[config.mk]
export PLATFORM = sky130hd
export DESIGN_NAME = agu_top
export DESIGN_NICKNAME = d
export VERILOG_FILES = /design/src/rtl/agu_pkg.sv /design/src/rtl/agu_base_sel.sv /design/src/rtl/agu_offset_unit.sv /design/src/rtl/agu_mode_mux.sv /design/src/rtl/agu_top.sv
export SDC_FILE = /design/constraint.sdc
export NUM_CORES = 1
export LEC_CHECK = 0
export BUFFER_PORTS_ARGS = -buffer_cell sky130_fd_sc_hd__buf_4
export CORE_MARGIN = 8
export CORE_UTILIZATION = 57
export CTS_BUF_LIST = sky130_fd_sc_hd__clkbuf_16
export CTS_CLUSTER_DIAMETER = 50
export CTS_CLUSTER_SIZE = 8
export DETAILED_ROUTE_END_ITERATION = 8
export PLACE_DENSITY = 0.87
export SYNTH_ARGS = -nofsm -noshare
export SYNTH_HDL_FRONTEND = slang
export SYNTH_SLANG_ARGS = --single-unit
[constraint.sdc]
create_clock -name clk -period 8.1 [get_ports clk]
set_input_delay 0 -clock clk [delete_from_list [all_inputs] [get_ports clk]]
set_output_delay 0 -clock clk [all_outputs]
set_load 0.02 [all_outputs]
[src/rtl/agu_pkg.sv]
// Shared types and constants for the address generation unit.
// Assumes a 32-bit address space and 16 architectural registers.
package agu_pkg;
    localparam int AGU_AW    = 32;
    localparam int AGU_IDXW  = 4;
    localparam int AGU_IMMW  = 12;

    // Mode code order is decoded by the instruction decoder outside.
    typedef enum logic [1:0] {
        AM_INDIRECT = 2'd0,
        AM_OFFSET   = 2'd1,
        AM_PRE      = 2'd2,
        AM_POST     = 2'd3
    } addr_mode_e;
endpackage

[src/rtl/agu_base_sel.sv]
// Base operand selector: substitutes the read-ahead program counter
// when the base index names the PC register. Purely combinational.
// Assumes the PC is the highest register index.
module agu_base_sel #(
    parameter int AW       = 32,
    parameter int IDXW     = 4,
    parameter int PC_AHEAD = 8
) (
    input  logic [IDXW-1:0] base_idx,
    input  logic [AW-1:0]   base_val,
    input  logic [AW-1:0]   pc,
    output logic [AW-1:0]   eff_base,
    output logic            base_is_pc
);
    localparam logic [IDXW-1:0] PC_IDX   = {IDXW{1'b1}};
    localparam logic [AW-1:0]   AHEAD_AW = AW'(PC_AHEAD);

    // Pick the register value or the PC seen by the executing instruction.
    always_comb begin
        base_is_pc = (base_idx == PC_IDX);
        eff_base   = base_is_pc ? (pc + AHEAD_AW) : base_val;
    end
endmodule

[src/rtl/agu_offset_unit.sv]
// Offset adder: selects the immediate or register offset and adds it to
// or subtracts it from the base, wrapping modulo 2^AW.
// REG_OFF_EN = 0 builds an immediate-only variant.
module agu_offset_unit #(
    parameter int AW         = 32,
    parameter int IMMW       = 12,
    parameter bit REG_OFF_EN = 1'b1
) (
    input  logic [AW-1:0]   base,
    input  logic            use_reg,
    input  logic [IMMW-1:0] imm,
    input  logic [AW-1:0]   off_reg,
    input  logic            sub,
    output logic [AW-1:0]   sum
);
    localparam int PADW = AW - IMMW;

    logic [AW-1:0] imm_ext;
    logic [AW-1:0] offset;
    logic [AW-1:0] operand;

    // Zero-extend the immediate magnitude.
    always_comb imm_ext = {{PADW{1'b0}}, imm};

    generate
        if (REG_OFF_EN) begin : g_reg_off
            // Choose between register and immediate offset.
            always_comb offset = use_reg ? off_reg : imm_ext;
        end else begin : g_imm_only
            logic unused_ok;
            // Register offset is not supported; tie off its inputs.
            always_comb unused_ok = use_reg ^ (^off_reg);
            always_comb offset    = imm_ext;
        end
    endgenerate

    // Two's-complement negate for subtraction, then a single adder.
    always_comb begin
        operand = sub ? (~offset + {{(AW-1){1'b0}}, 1'b1}) : offset;
        sum     = base + operand;
    end
endmodule

[src/rtl/agu_mode_mux.sv]
// Mode steering: decides which of the base and the offset sum drives the
// address and the writeback value, and whether writeback is requested.
// Assumes base_is_pc already reflects PC substitution.
module agu_mode_mux
    import agu_pkg::*;
#(
    parameter int AW = 32
) (
    input  addr_mode_e    mode,
    input  logic [AW-1:0] base,
    input  logic [AW-1:0] sum,
    input  logic          base_is_pc,
    output logic [AW-1:0] addr,
    output logic [AW-1:0] wb_val,
    output logic          wb_req
);
    logic mode_updates;

    // Select address source and writeback request per mode.
    always_comb begin
        wb_val = sum;
        unique case (mode)
            AM_INDIRECT: begin addr = base; mode_updates = 1'b0; end
            AM_OFFSET:   begin addr = sum;  mode_updates = 1'b0; end
            AM_PRE:      begin addr = sum;  mode_updates = 1'b1; end
            AM_POST:     begin addr = base; mode_updates = 1'b1; end
            default:     begin addr = base; mode_updates = 1'b0; end
        endcase
        wb_req = mode_updates && !base_is_pc;
    end
endmodule

[src/rtl/agu_top.sv]
// Load/store address generation unit, top level. Combines base
// selection, offset arithmetic and mode steering, then registers the
// result with a one-cycle valid strobe. Assumes operands are stable in
// the cycle req_valid is high. Synchronous active-low reset.
module agu_top
    import agu_pkg::*;
#(
    parameter int AW       = AGU_AW,
    parameter int IDXW     = AGU_IDXW,
    parameter int IMMW     = AGU_IMMW,
    parameter int PC_AHEAD = 8
) (
    input  logic            clk,
    input  logic            rst_n,
    input  logic            req_valid,
    input  logic [1:0]      req_mode,
    input  logic [IDXW-1:0] req_base_idx,
    input  logic [AW-1:0]   req_base_val,
    input  logic [AW-1:0]   req_pc,
    input  logic            req_use_reg,
    input  logic [IMMW-1:0] req_imm,
    input  logic [AW-1:0]   req_off_reg,
    input  logic            req_sub,
    input  logic            req_byte,
    output logic            rsp_valid,
    output logic [AW-1:0]   rsp_addr,
    output logic            rsp_byte,
    output logic            rsp_wb_en,
    output logic [IDXW-1:0] rsp_wb_idx,
    output logic [AW-1:0]   rsp_wb_val
);
    localparam logic [IDXW-1:0] PC_IDX = {IDXW{1'b1}};

    logic [AW-1:0] eff_base;
    logic          base_is_pc;
    logic [AW-1:0] sum;
    logic [AW-1:0] addr_c;
    logic [AW-1:0] wb_val_c;
    logic          wb_req_c;
    addr_mode_e    mode_e;

    // Interpret the raw mode code as the package enum.
    always_comb mode_e = addr_mode_e'(req_mode);

    agu_base_sel #(
        .AW(AW), .IDXW(IDXW), .PC_AHEAD(PC_AHEAD)
    ) u_base_sel (
        .base_idx   (req_base_idx),
        .base_val   (req_base_val),
        .pc         (req_pc),
        .eff_base   (eff_base),
        .base_is_pc (base_is_pc)
    );

    agu_offset_unit #(
        .AW(AW), .IMMW(IMMW), .REG_OFF_EN(1'b1)
    ) u_offset (
        .base    (eff_base),
        .use_reg (req_use_reg),
        .imm     (req_imm),
        .off_reg (req_off_reg),
        .sub     (req_sub),
        .sum     (sum)
    );

    agu_mode_mux #(
        .AW(AW)
    ) u_mode_mux (
        .mode       (mode_e),
        .base       (eff_base),
        .sum        (sum),
        .base_is_pc (base_is_pc),
        .addr       (addr_c),
        .wb_val     (wb_val_c),
        .wb_req     (wb_req_c)
    );

    // Strobe generation: one result cycle per accepted request.
    always_ff @(posedge clk) begin
        if (!rst_n) begin
            rsp_valid <= 1'b0;
            rsp_wb_en <= 1'b0;
        end else begin
            rsp_valid <= req_valid;
            rsp_wb_en <= req_valid && wb_req_c;
        end
    end

    // Result capture: payload updates only when a request is taken.
    always_ff @(posedge clk) begin
        if (!rst_n) begin
            rsp_addr   <= '0;
            rsp_byte   <= 1'b0;
            rsp_wb_idx <= '0;
            rsp_wb_val <= '0;
        end else if (req_valid) begin
            rsp_addr   <= addr_c;
            rsp_byte   <= req_byte;
            rsp_wb_idx <= req_base_idx;
            rsp_wb_val <= wb_val_c;
        end
    end


    valid_follows_req_chk: assert property (@(posedge clk) disable iff (!rst_n)
        rsp_valid |-> $past(req_valid));


    wb_needs_valid_chk: assert property (@(posedge clk) disable iff (!rst_n)
        rsp_wb_en |-> rsp_valid);


    no_pc_writeback_chk: assert property (@(posedge clk) disable iff (!rst_n)
        rsp_wb_en |-> (rsp_wb_idx != PC_IDX));


    indirect_no_wb_chk: assert property (@(posedge clk) disable iff (!rst_n)
        (req_valid && req_mode == 2'd0) |=> !rsp_wb_en);


    offset_no_wb_chk: assert property (@(posedge clk) disable iff (!rst_n)
        (req_valid && req_mode == 2'd1) |=> !rsp_wb_en);


    pre_addr_is_wb_chk: assert property (@(posedge clk) disable iff (!rst_n)
        (req_valid && req_mode == 2'd2) |=> (rsp_wb_val == rsp_addr));


    post_wb_raised_chk: assert property (@(posedge clk) disable iff (!rst_n)
        (req_valid && req_mode == 2'd3 && req_base_idx != PC_IDX) |=> rsp_wb_en);


    byte_passthru_chk: assert property (@(posedge clk) disable iff (!rst_n)
        req_valid |=> (rsp_byte == $past(req_byte)));
endmodule

==> impl_metrics.json <==
{
  "timing.final.crit_share_pct": 56.3,
  "synth_cells": 836,
  "netlist_area_mm2": 0.00631,
  "cts_root_buffer": "sky130_fd_sc_hd__clkbuf_16",
  "clkPwrFrac_pct": 25.2,
  "switchingPower_w": 0.000550,
  "numPortBuffers": 190,
  "yosys_warnings": 0,
  "setup_viol_count_final": 0,
  "dp.cells": 1125,
  "routed_wire_length_per_instance_um": 18.9,
  "finalWorstSetupSlack_ns": 3.54,
  "clock.fmax_mhz": 219,
  "worstSetupEndpointType": "register",
  "synthMostInstantiatedCell": "sky130_fd_sc_hd__nand2_1",
  "power.share.switching_pct": 37.8,
  "yosys.area.top_type_share_pct": 22.5,
  "timing.rr.start": "rsp_addr[24]",
  "clkSinkCount": 71,
  "synthesis.area_per_instance_um2": 7.55,
  "cts_repair_resize_count": 0,
  "first_iter_violations": 668,
  "clock_insertion_delay_worst_skew_ns": 0.33,
  "power.leakage_nw": 3.73,
  "routed_wl_um": 21600,
  "largest_area_contributor_in_the_synthesized_netlist": "sky130_fd_sc_hd__dfxtp_1",
  "crit_path_start_kind": "input port",
  "gr-total-overflow": 0,
  "netlist_top_cells_area": "sky130_fd_sc_hd__dfxtp_1 23%, sky130_fd_sc_hd__mux2i_1 9.4%, sky130_fd_sc_hd__ha_1 6.9%, sky130_fd_sc_hd__xnor2_1 6.1%, sky130_fd_sc_hd__nand2_1 5.4%",
  "hpwlAfterDp_um": 17200,
  "critical_path_required_ns": 8.35,
  "report.final.hold_viol_count": 0,
  "timing.reg2reg.worst_path_depth": 3,
  "number_of_global_route_vias_before_repair": 6717,
  "finClkSkew_ns": 0,
  "cts.htree.levels": 3,
  "worstPathArrival_ns": 4.82,
  "crit_fanout": 57,
  "antenna_cells": 0,
  "synth_cell_type_count": 63,
  "drv.max_cap_violation_count": 0,
  "die_height_um": 121,
  "area.growth.synth_to_final_pct": 28.2,
  "grt_pass1_wl_um": 34200,
  "drt-pass1-iter-count": 5,
  "run_status": "complete, no violations",
  "synth_edf_count": 0,
  "layout.filler_cells": 864,
  "antenna_left": 0,
  "max-vdd-ir-drop_uv": 168,
  "number_of_antenna_violations_at_the_first_check_in_global_routing": 0,
  "power.share.sequential_pct": 29.2,
  "total_i_o_pin_count": 191,
  "placement.setup.worst_slack_ns": 3.39,
  "route.vias.total": 7073,
  "grtUsageTotal_pct": 28.6,
  "ff_latch_area_mm2": 0.00142,
  "powerDensity_mw_per_mm2": 180,
  "cts_tree": "yes",
  "relative_slew_slack_pct": 32.3,
  "internal_power_w": 0.000904,
  "grt_setup_unrepaired": "false",
  "cts-hold-fix-buffers": 5,
  "min_period_ns": 4.56,
  "die_width_um": 121,
  "holdCritStartpoint": "rst_n",
  "final_net_count": 1157,
  "netlist_top_cells_count": "91 x sky130_fd_sc_hd__nand2_1, 89 x sky130_fd_sc_hd__nor2_1, 71 x sky130_fd_sc_hd__dfxtp_1",
  "synth_async_sr_flop_share_pct": 0,
  "multi_input_comb_area_mm2": 0.00466,
  "post_cts.repair.setup_buffers": 0,
  "synth_fp_nets": 992,
  "worst_hold_path_type": "in2reg",
  "reg2reg_to": "rsp_addr[24]",
  "synth-main-ff-cell": "sky130_fd_sc_hd__dfxtp_1",
  "holdPathEnd": "rsp_wb_val[30]",
  "initial_core_util_pct": 58.2,
  "place_congestion": 0.955,
  "synth.yosys.seq_area_share_pct": 22.5,
  "finish.cell_count_without_fillers": 1143,
  "fp-row-count": 38,
  "cts.reportedPaths.clkPinSlew_ns": 0.05,
  "slew_limit_fails": 0,
  "fin_tns_setup_ns": 0,
  "cts_inserted_buffers": 9,
  "largest_net_degree_at_the_start_of_global_routing": 90,
  "timing.reg2reg.setup_slack_ns": 7.24,
  "max_slew.worst_pin.slew_ns": 1.02,
  "drc": 0,
  "comb_power_share_pct": 45.6,
  "buffers_from_clock_root_to_sink_at_most": 2,
  "hold-path-cell-count": 2,
  "floorplan.die_area_mm2": 0.0147,
  "floorplan.core_area_mm2": 0.0108,
  "yosys_register_bits": 71,
  "via_per_inst": 6.19,
  "drive_gt1_share_pct": 21.4,
  "class_of_the_most_critical_setup_path": "in2reg"
}
routing by layer:
layer / wire length, um / track usage, % / vias up
met4: 378 / 7.86 / 0
met3: 2320 / 6.42 / 37
li1: - / - / 3383
met2: 9410 / 43.6 / 398
met5: 0 / 0 / -
met1: 9530 / 39.5 / 3255
cell usage in the layout (no fill, tap or decap), types with 9 or more instances in the layout:
cell type / n
sky130_fd_sc_hd__o21ai_0: 52
sky130_fd_sc_hd__a211oi_1: 19
sky130_fd_sc_hd__a21o_1: 23
sky130_fd_sc_hd__o21ai_1: 21
sky130_fd_sc_hd__ha_1: 35
sky130_fd_sc_hd__nor2_1: 89
sky130_fd_sc_hd__nand2_1: 91
sky130_fd_sc_hd__a21oi_1: 60
sky130_fd_sc_hd__dfxtp_1: 71
sky130_fd_sc_hd__a31oi_1: 11
sky130_fd_sc_hd__clkbuf_16: 9
sky130_fd_sc_hd__nor3_1: 19
sky130_fd_sc_hd__nand3_1: 16
sky130_fd_sc_hd__mux2i_1: 59
sky130_fd_sc_hd__xor2_1: 29
sky130_fd_sc_hd__inv_1: 15
sky130_fd_sc_hd__xnor2_1: 44
sky130_fd_sc_hd__buf_4: 194
sky130_fd_sc_hd__and3_1: 11
sky130_fd_sc_hd__nor4_1: 9
flip-flops by register name (all words and copies together), names as in the netlist:
name,flops
rsp_wb_en,1
rsp_wb_idx,4
rsp_byte,1
rsp_valid,1
rsp_wb_val,32
rsp_addr,32
per-stage QoR:
step | total power, W | hold WS (ns) | area (um^2) | utilization (%)
finish | 0.00145 | 0.0397 | 8090 | 74.6
global route | 0.00153 | 0.0530 | 8090 | 74.6
CTS | 0.00144 | 0.0234 | 8090 | 74.6
detailed placement | 0.00107 | 0.256 | 7770 | 71.7
global placement | 0.00106 | 0.241 | 7770 | 71.7
floorplan | 0.000843 | 0.148 | 6310 | -
power by group through the flow:
stage	Clock [W]	Combinational (W)	Sequential, W
global placement	0	0.000635	0.000427
CTS	0.000368	0.000653	0.000423
global route	0.000383	0.000715	0.000428
finish	0.000367	0.000663	0.000424
floorplan	0	0.000363	0.000480
detailed placement	0	0.000646	0.000429
worst max-delay path, stage by stage:
cell                        delay (ns)
sky130_fd_sc_hd__buf_4            0.29
sky130_fd_sc_hd__or4_1            0.61
sky130_fd_sc_hd__or3_4            0.42
sky130_fd_sc_hd__a211oi_4         0.29
sky130_fd_sc_hd__and2_1           0.23
sky130_fd_sc_hd__a21oi_1          0.13
sky130_fd_sc_hd__nor2_1           0.35
sky130_fd_sc_hd__a211oi_1         0.09
sky130_fd_sc_hd__ha_1             0.37
sky130_fd_sc_hd__a21o_1           0.18
sky130_fd_sc_hd__a21o_1           0.14
sky130_fd_sc_hd__a2111oi_0        0.10
sky130_fd_sc_hd__o41ai_1          0.63
sky130_fd_sc_hd__a31oi_1          0.16
sky130_fd_sc_hd__a221oi_1         0.43
sky130_fd_sc_hd__o21ai_0          0.18
sky130_fd_sc_hd__a21oi_1          0.19
area by class of cell:
cell class / count / share of cell area (%)
Multi-Input combinational cell: 704 / 57.6
Timing Repair Buffer: 199 / 18.6
Sequential cell: 71 / 17.6
Clock buffer: 9 / 2.78
Tap cell: 140 / 2.17
Inverter: 16 / 0.742
Clock inverter: 4 / 0.510
worst max-delay path by stage:
stage	startpoint	to	slack, ns
6_report	req_use_reg	rsp_addr[30]	3.54
5_1_grt	req_use_reg	rsp_addr[30]	3.25
4_1_cts	req_use_reg	rsp_addr[30]	3.65
3_5_place_dp	req_use_reg	rsp_addr[30]	3.39
3_3_place_gp	req_use_reg	rsp_addr[30]	3.60
2_1_floorplan	req_use_reg	rsp_addr[31]	3.36
cells by family (layout without fill, tap and decap cells):
| logic type | count (synthesis) | after routing | synth area share, % |
|---|---|---|---|
| compound gates | 248 | 248 | 25.4 |
| xor+xnor | 73 | 73 | 10.1 |
| fa+ha+maj | 36 | 36 | 7.26 |
| buf+inv | 61 | 228 | 3.63 |
| flops | 71 | 71 | 22.5 |
| mux | 64 | 64 | 10.2 |
| simple gates | 283 | 283 | 20.8 |
Note: power is estimated with default switching activity, not from simulation.
